<file path="src/rtl/pwm_cg_pkg.sv">
package pwm_cg_pkg;
   localparam int unsigned ENA_ADR  = 'h00;
   localparam int unsigned JOIN_ADR = 'h01;
   localparam int unsigned PER_ADR  = 'h12;
   localparam int unsigned DTY_ADR  = 'h18;

   function automatic int unsigned cnt_w(input int unsigned div);
      return (div > 1) ? $clog2(div) : 1;
   endfunction
endpackage

</file>
<file path="src/rtl/pwm_prescaler.sv">
module pwm_prescaler #(
   parameter int unsigned DIV = 4,
   parameter int unsigned PW  = 2
) (
   input  logic          clk,
   input  logic          rst_n,
   input  logic          run,
   output logic          tick,
   output logic [PW-1:0] cnt
);
   generate
      if (DIV > 1) begin : g_count
         always_ff @(posedge clk) begin
            if (!rst_n || !run)              cnt <= '0;
            else if (cnt == PW'(DIV - 1))    cnt <= '0;
            else                             cnt <= cnt + PW'(1);
         end
         assign tick = run && (cnt == PW'(DIV - 1));
      end else begin : g_pass
         assign cnt  = '0;
         assign tick = run;
      end
   endgenerate
endmodule

</file>
<file path="src/rtl/pwm_chan.sv">
module pwm_chan #(
   parameter int unsigned W = 8
) (
   input  logic         clk,
   input  logic         rst_n,
   input  logic         tick,
   input  logic         en,
   input  logic [W-1:0] per_in,
   input  logic [W-1:0] dty_in,
   output logic         out
);
   logic         run;
   logic [W-1:0] cnt, act_per, act_dty;
   logic         at_end;

   assign at_end = (act_per == '0) || (cnt >= act_per - W'(1));

   always_ff @(posedge clk) begin
      if (!rst_n) begin
         run     <= 1'b0;
         cnt     <= '0;
         act_per <= '0;
         act_dty <= '0;
      end else if (!en) begin
         run     <= 1'b0;
         cnt     <= '0;
         act_per <= per_in;
         act_dty <= dty_in;
      end else if (tick) begin
         if (!run || at_end) begin
            run     <= 1'b1;
            cnt     <= '0;
            act_per <= per_in;
            act_dty <= dty_in;
         end else begin
            cnt <= cnt + W'(1);
         end
      end
   end

   assign out = en && run && ((cnt < act_dty) || (act_dty >= act_per));
endmodule

</file>
<file path="src/rtl/pwm_pair.sv">
module pwm_pair #(
   parameter int unsigned W = 8
) (
   input  logic         clk,
   input  logic         rst_n,
   input  logic         tick,
   input  logic [1:0]   en,
   input  logic         join_on,
   input  logic [W-1:0] per_lo,
   input  logic [W-1:0] per_hi,
   input  logic [W-1:0] dty_lo,
   input  logic [W-1:0] dty_hi,
   output logic [1:0]   out
);
   logic lo_out, hi_out, wide_out;

   pwm_chan #(.W(W)) u_lo (
      .clk(clk), .rst_n(rst_n), .tick(tick), .en(en[0] && !join_on),
      .per_in(per_lo), .dty_in(dty_lo), .out(lo_out));

   pwm_chan #(.W(W)) u_hi (
      .clk(clk), .rst_n(rst_n), .tick(tick), .en(en[1] && !join_on),
      .per_in(per_hi), .dty_in(dty_hi), .out(hi_out));

   pwm_chan #(.W(2*W)) u_wide (
      .clk(clk), .rst_n(rst_n), .tick(tick), .en(en[0] && join_on),
      .per_in({per_hi, per_lo}), .dty_in({dty_hi, dty_lo}), .out(wide_out));

   assign out = join_on ? {1'b0, wide_out} : {hi_out, lo_out};
endmodule

</file>
<file path="src/rtl/pwm_concat_gen.sv">
module pwm_concat_gen
   import pwm_cg_pkg::*;
#(
   parameter int unsigned NCH     = 4,
   parameter int unsigned DW      = 8,
   parameter int unsigned AW      = 6,
   parameter int unsigned PRE_DIV = 4
) (
   input  logic          clk,
   input  logic          rst_n,
   input  logic          wr_en,
   input  logic [AW-1:0] addr,
   input  logic [DW-1:0] wdata,
   output logic [DW-1:0] rdata,
   output logic [NCH-1:0] pwm_out
);
   localparam int unsigned NPAIR = NCH / 2;
   localparam int unsigned PRE_W = cnt_w(PRE_DIV);

   if (NCH % 2 != 0)                 begin : g_bad_nch  $error("NCH must be even");              end
   if (DW < NCH)                     begin : g_bad_dw   $error("DW must hold one bit per channel"); end
   if (PRE_DIV < 1)                  begin : g_bad_div  $error("PRE_DIV must be at least 1");    end
   if (DTY_ADR < PER_ADR + NCH)      begin : g_bad_map  $error("period and duty ranges overlap"); end
   if ((1 << AW) < DTY_ADR + NCH)    begin : g_bad_aw   $error("AW too narrow for the map");     end

   logic [NCH-1:0]   en_q;
   logic [NPAIR-1:0] join_q;
   logic [DW-1:0]    per_q [NCH];
   logic [DW-1:0]    dty_q [NCH];
   logic             tick;
   logic [PRE_W-1:0] pre_cnt;

   always_ff @(posedge clk) begin
      if (!rst_n) begin
         en_q   <= '0;
         join_q <= '0;
         for (int i = 0; i < NCH; i++) begin
            per_q[i] <= '0;
            dty_q[i] <= '0;
         end
      end else if (wr_en) begin
         if (addr == AW'(ENA_ADR))  en_q   <= wdata[NCH-1:0];
         if (addr == AW'(JOIN_ADR)) join_q <= wdata[NPAIR-1:0];
         for (int i = 0; i < NCH; i++) begin
            if (addr == AW'(PER_ADR + i)) per_q[i] <= wdata;
            if (addr == AW'(DTY_ADR + i)) dty_q[i] <= wdata;
         end
      end
   end

   always_comb begin
      rdata = '0;
      if (addr == AW'(ENA_ADR))  rdata[NCH-1:0]   = en_q;
      if (addr == AW'(JOIN_ADR)) rdata[NPAIR-1:0] = join_q;
      for (int i = 0; i < NCH; i++) begin
         if (addr == AW'(PER_ADR + i)) rdata = per_q[i];
         if (addr == AW'(DTY_ADR + i)) rdata = dty_q[i];
      end
   end

   pwm_prescaler #(.DIV(PRE_DIV), .PW(PRE_W)) u_pre (
      .clk(clk), .rst_n(rst_n), .run(|en_q), .tick(tick), .cnt(pre_cnt));

   for (genvar p = 0; p < NPAIR; p++) begin : g_pair
      pwm_pair #(.W(DW)) u_pair (
         .clk(clk), .rst_n(rst_n), .tick(tick),
         .en(en_q[2*p+1 -: 2]), .join_on(join_q[p]),
         .per_lo(per_q[2*p]), .per_hi(per_q[2*p+1]),
         .dty_lo(dty_q[2*p]), .dty_hi(dty_q[2*p+1]),
         .out(pwm_out[2*p+1 -: 2]));
   end
endmodule

</file>
<file path="config.mk">
export PLATFORM = sky130hd
export DESIGN_NAME = pwm_concat_gen
export DESIGN_NICKNAME = d
export VERILOG_FILES = /design/src/rtl/pwm_cg_pkg.sv /design/src/rtl/pwm_prescaler.sv /design/src/rtl/pwm_chan.sv /design/src/rtl/pwm_pair.sv /design/src/rtl/pwm_concat_gen.sv
export SDC_FILE = /design/constraint.sdc
export NUM_CORES = 1
export LEC_CHECK = 0
export ABC_CLOCK_PERIOD_IN_PS = 4900
export BUFFER_PORTS_ARGS = -buffer_cell sky130_fd_sc_hd__buf_2
export CORE_MARGIN = 2
export CORE_UTILIZATION = 50
export CTS_CLUSTER_SIZE = 20
export DETAILED_ROUTE_END_ITERATION = 12
export GPL_TIMING_DRIVEN = 0
export HOLD_SLACK_MARGIN = 0.05
export PLACE_DENSITY = 0.66
export SLEW_MARGIN = 20
export SYNTH_ARGS = -nofsm -noshare
export SYNTH_HDL_FRONTEND = slang
export SYNTH_HIERARCHICAL = 1
export SYNTH_SLANG_ARGS = --single-unit
</file>
<file path="constraint.sdc">
create_clock -name clk -period 4.9 [get_ports clk]
set_input_delay 0.735 -clock clk [delete_from_list [all_inputs] [get_ports clk]]
set_output_delay 0.735 -clock clk [all_outputs]
set_load 0.01 [all_outputs]
</file>
==> impl_metrics.yaml <==
timing:
  finalSetupTns_ns: 0
  holdWs_ns: 0.462
  finalHoldViolations: 0
  finalSetupViolations: 0
  skew_ns: 0.0133
  max_freq_mhz: 231
  setup_ws_ns: 0.564
  slew_headroom: 0.427
  worst_slew_pin_slew_ns: 0.853
  fin_crit_ns: 4.34
  finalCritPeriodShare: 0.885
  drv_slew: 0
  rsz0062_at_grt: "false"
global_routing:
  grt_use_met1: 0.346
  busiest_layer: "met2"
  grt_overflow: 0
  track_usage: 0.252
  use_met2: 0.421
  grt_pass1_vias: 13842
  grt_pass1_wl_um: 73600
  antenna_found_initial: 4
  use_met3: 0.0325
  grt_max_degree: 23
clock_tree:
  cts_setup_buffers: 0
  path_clk_slew_ns: 0.06
  root_buffer: "clkbuf_16"
  clock_latency_ns: 0.57
  ctsHoldBuffers: 0
  cts_resized: 0
  cts_buffers: 31
  htreeDepth: 1
  tritoncts: "done"
  cts.path.max_buffers: 3
  clkSinkCount: 270
power_and_ir_drop:
  irDropWorstVdd_uv: 298
  p_clk_frac: 0.449
  pwr_density_cell_mw_per_mm2: 285
  p_leak_nw: 7.95
  power_frac_seq: 0.448
  swShare: 0.250
  pwr-share-comb: 0.103
  internal-power_mw: 4.16
  p_sw_mw: 1.38
  finalPower_mw: 5.54
detailed_routing:
  dr.pass1.iters: 6
  wl_um: 46200
  ant_nets: 0
  vias: 14261
  routed_via_density: 5.73
  drt-initial-drc-count: 932
  wl_per_cell_um: 18.5
  drc_errors: 0
floorplanning:
  core_mm2: 0.0346
  die_w_um: 192
  initial_utilization: 0.509
  die_y_um: 192
  io_pins: 29
  rows: 68
  dieArea_mm2: 0.0368
logic_synthesis:
  syn-num-nets: 2166
  synth.largest_area_cell: "dfxtp_1"
  syn_avg_cell_area_um2: 9.06
  ys_seq_elements: 270
  netlist_instances: 1946
  synth_area_leaders: "dfxtp_1 (23%), ha_1 (14%), edfxtp_1 (11%)"
  synthArstFlopShare: 0
  synth_cell_types: 76
  yosys_warnings: 6
  synth_flop_cell: "dfxtp_1"
  ys_seq_area_frac: 0.343
  syn-cell-area_mm2: 0.0176
  synth_edf_count: 64
  yosysTopAreaCellShare: 0.234
critical_path:
  crit_slowest_cell: "or4_1"
  required_ns: 5.36
  r2r_cells: 15
  crit_chain: "inv_1 -> ha_1 -> or4b_4 -> or4_1 -> nor2b_1 -> xnor2_1 -> ha_1 -> nand4_2 -> o2111ai_1 -> or4_1 -> o31ai_1 -> buf_6 -> buf_2 -> a21boi_0 -> o21a_1"
  critical_path.max_stage_delay_ns: 0.58
  arrival_ns: 4.80
  worst-path-max-fanout: 10
  start_kind: "register"
  path_class: "reg -> reg"
  endpoint_kind: "register"
placed_design:
  placed_cells: 2429
  gp_congestion: 0.928
  hpwl_um: 35400
  pre_cts_ws_ns: 0.593
  post_dp_cell_area_mm2: 0.0183
  port_buffers: 28
finish:
  drive_gt1_frac: 0.0798
  finalInstanceArea_mm2: 0.0194
  fillCellCount: 3143
  area_growth_pct: 10.3
  stdcell_count: 2490
  fin_nets: 2227
  fin_util: 0.561
flow_run:
  maxCapViolCount: 0
status:
  outcome: "finished clean"
worst_hold_path:
  hold_class: "reg -> reg"
  hold_path_depth: 2
## state kept, by name, indices dropped and copies added, names as in the netlist, 16 cells and up
signal,flops
dty_q,32
g_pair.u_pair/u_hi/act_dty,16
g_pair.u_pair/u_hi/act_per,16
g_pair.u_pair/u_hi/cnt,16
g_pair.u_pair/u_lo/act_dty,16
g_pair.u_pair/u_lo/act_per,16
g_pair.u_pair/u_lo/cnt,16
g_pair.u_pair/u_wide/act_dty,32
g_pair.u_pair/u_wide/act_per,32
g_pair.u_pair/u_wide/cnt,32
per_q,32
## per-layer routing
metal,routed length (um),vias to the layer above
met1,21000,6805
li1,-,7033
met4,1160,0
met3,2610,82
met5,0,-
met2,21400,341
## cells in the mapped netlist (10+ instances only)
library cell	number
or3_1	12
nand4_1	39
buf_6	15
dfxtp_1	206
nor3_1	26
xor2_1	23
ha_1	203
nor2_1	116
buf_2	16
clkbuf_1	29
mux2i_1	72
a31oi_1	12
a21boi_0	48
nand2b_1	23
a21o_1	20
edfxtp_1	64
a21boi_1	16
o21a_1	76
o21ai_0	20
a211oi_1	14
inv_1	146
xnor2_1	71
or4_1	10
and3_1	76
nor2b_1	14
o2111ai_1	14
nand2_1	227
nand3_1	48
and2_1	67
a21oi_1	62
a2111oi_0	10
## cells in the final DEF, fill, tap and decap left out, types with 7 or more instances in the layout
cell | synthesis | layout
buf_6 | 15 | 15
xor2_1 | 23 | 23
o211ai_1 | 8 | 8
nand2b_1 | 23 | 23
clkbuf_8 | 8 | 12
a2111oi_0 | 10 | 10
a21oi_1 | 62 | 62
clkbuf_1 | 29 | 40
ha_1 | 203 | 203
dfxtp_1 | 206 | 206
nand2_1 | 227 | 227
xnor2_1 | 71 | 71
a21boi_0 | 48 | 48
o21ai_0 | 20 | 20
or3_1 | 12 | 12
mux2i_1 | 72 | 72
a21o_1 | 20 | 20
nand3_1 | 48 | 48
and3_1 | 76 | 76
and2_1 | 67 | 67
o2111ai_1 | 14 | 14
and4_1 | 9 | 9
nor4_1 | 8 | 8
nor2_1 | 116 | 116
o21a_1 | 76 | 76
nand3b_1 | 7 | 7
inv_1 | 146 | 146
nor2b_1 | 14 | 14
a211oi_1 | 14 | 14
clkbuf_16 | 0 | 31
or4_1 | 10 | 10
nor3_1 | 26 | 26
buf_2 | 16 | 44
nand4_1 | 39 | 39
a21boi_1 | 16 | 16
edfxtp_1 | 64 | 64
a31oi_1 | 12 | 12
## path summary, 6_finish.rpt
check | from | to | slack [ns]
worst max-delay path | g_pair[1].u_pair/u_wide/act_per[0]$_SDFFE_PN0P_ | g_pair[1].u_pair/u_wide/act_per[15]$_SDFFE_PN0P_ | 0.56
worst min-delay path | g_pair[1].u_pair/u_hi/act_dty[0]$_SDFFE_PN0P_ | g_pair[1].u_pair/u_hi/act_dty[0]$_SDFFE_PN0P_ | 0.46
worst max register to register | g_pair[1].u_pair/u_wide/act_per[0]$_SDFFE_PN0P_ | g_pair[1].u_pair/u_wide/act_per[15]$_SDFFE_PN0P_ | 0.56
worst min register to register | g_pair[1].u_pair/u_hi/act_dty[0]$_SDFFE_PN0P_ | g_pair[1].u_pair/u_hi/act_dty[0]$_SDFFE_PN0P_ | 0.46
## worst max-delay path: cells and delay by family, from the launching register on
family                   cells  cell delay, ns
AND/OR/NAND/NOR              5            1.89
buffers and inverters        3            0.49
flip-flops                   1            0.34
AO/OA/AOI/OAI                4            0.88
adder cells (fa/ha/maj)      2            0.49
XOR/XNOR                     1            0.15
## kinds of logic after synthesis
family | after synthesis | synth area share
AO/OA/AOI/OAI | 361 | 0.146
adder cells (fa/ha/maj) | 203 | 0.144
multiplexers | 74 | 0.0426
flip-flops | 270 | 0.343
AND/OR/NAND/NOR | 719 | 0.212
XOR/XNOR | 94 | 0.0467
buffers and inverters | 225 | 0.0656
## power by group through the flow
stage | clock [mW] | combinational [mW] | sequential [mW]
floorplan | 0 | 0.422 | 2.47
global placement | 0 | 0.539 | 2.53
detailed placement | 0 | 0.563 | 2.53
CTS | 2.54 | 0.568 | 2.48
global route | 2.62 | 0.645 | 2.49
finish | 2.49 | 0.568 | 2.48
## final cells by class
cell class              count  area, um^2  share of cell area
repair buffers             28         140             0.00721
well taps                 455         569              0.0293
clock inverters            11         218              0.0112
diodes                      4        10.0            0.000515
plain buffers              79         608              0.0313
inverters                 146         548              0.0282
multi-input cells        1451       10400               0.536
clock buffers              46         872              0.0449
flip-flops and latches    270        6050               0.311
Note: power is estimated with default switching activity, not from simulation.
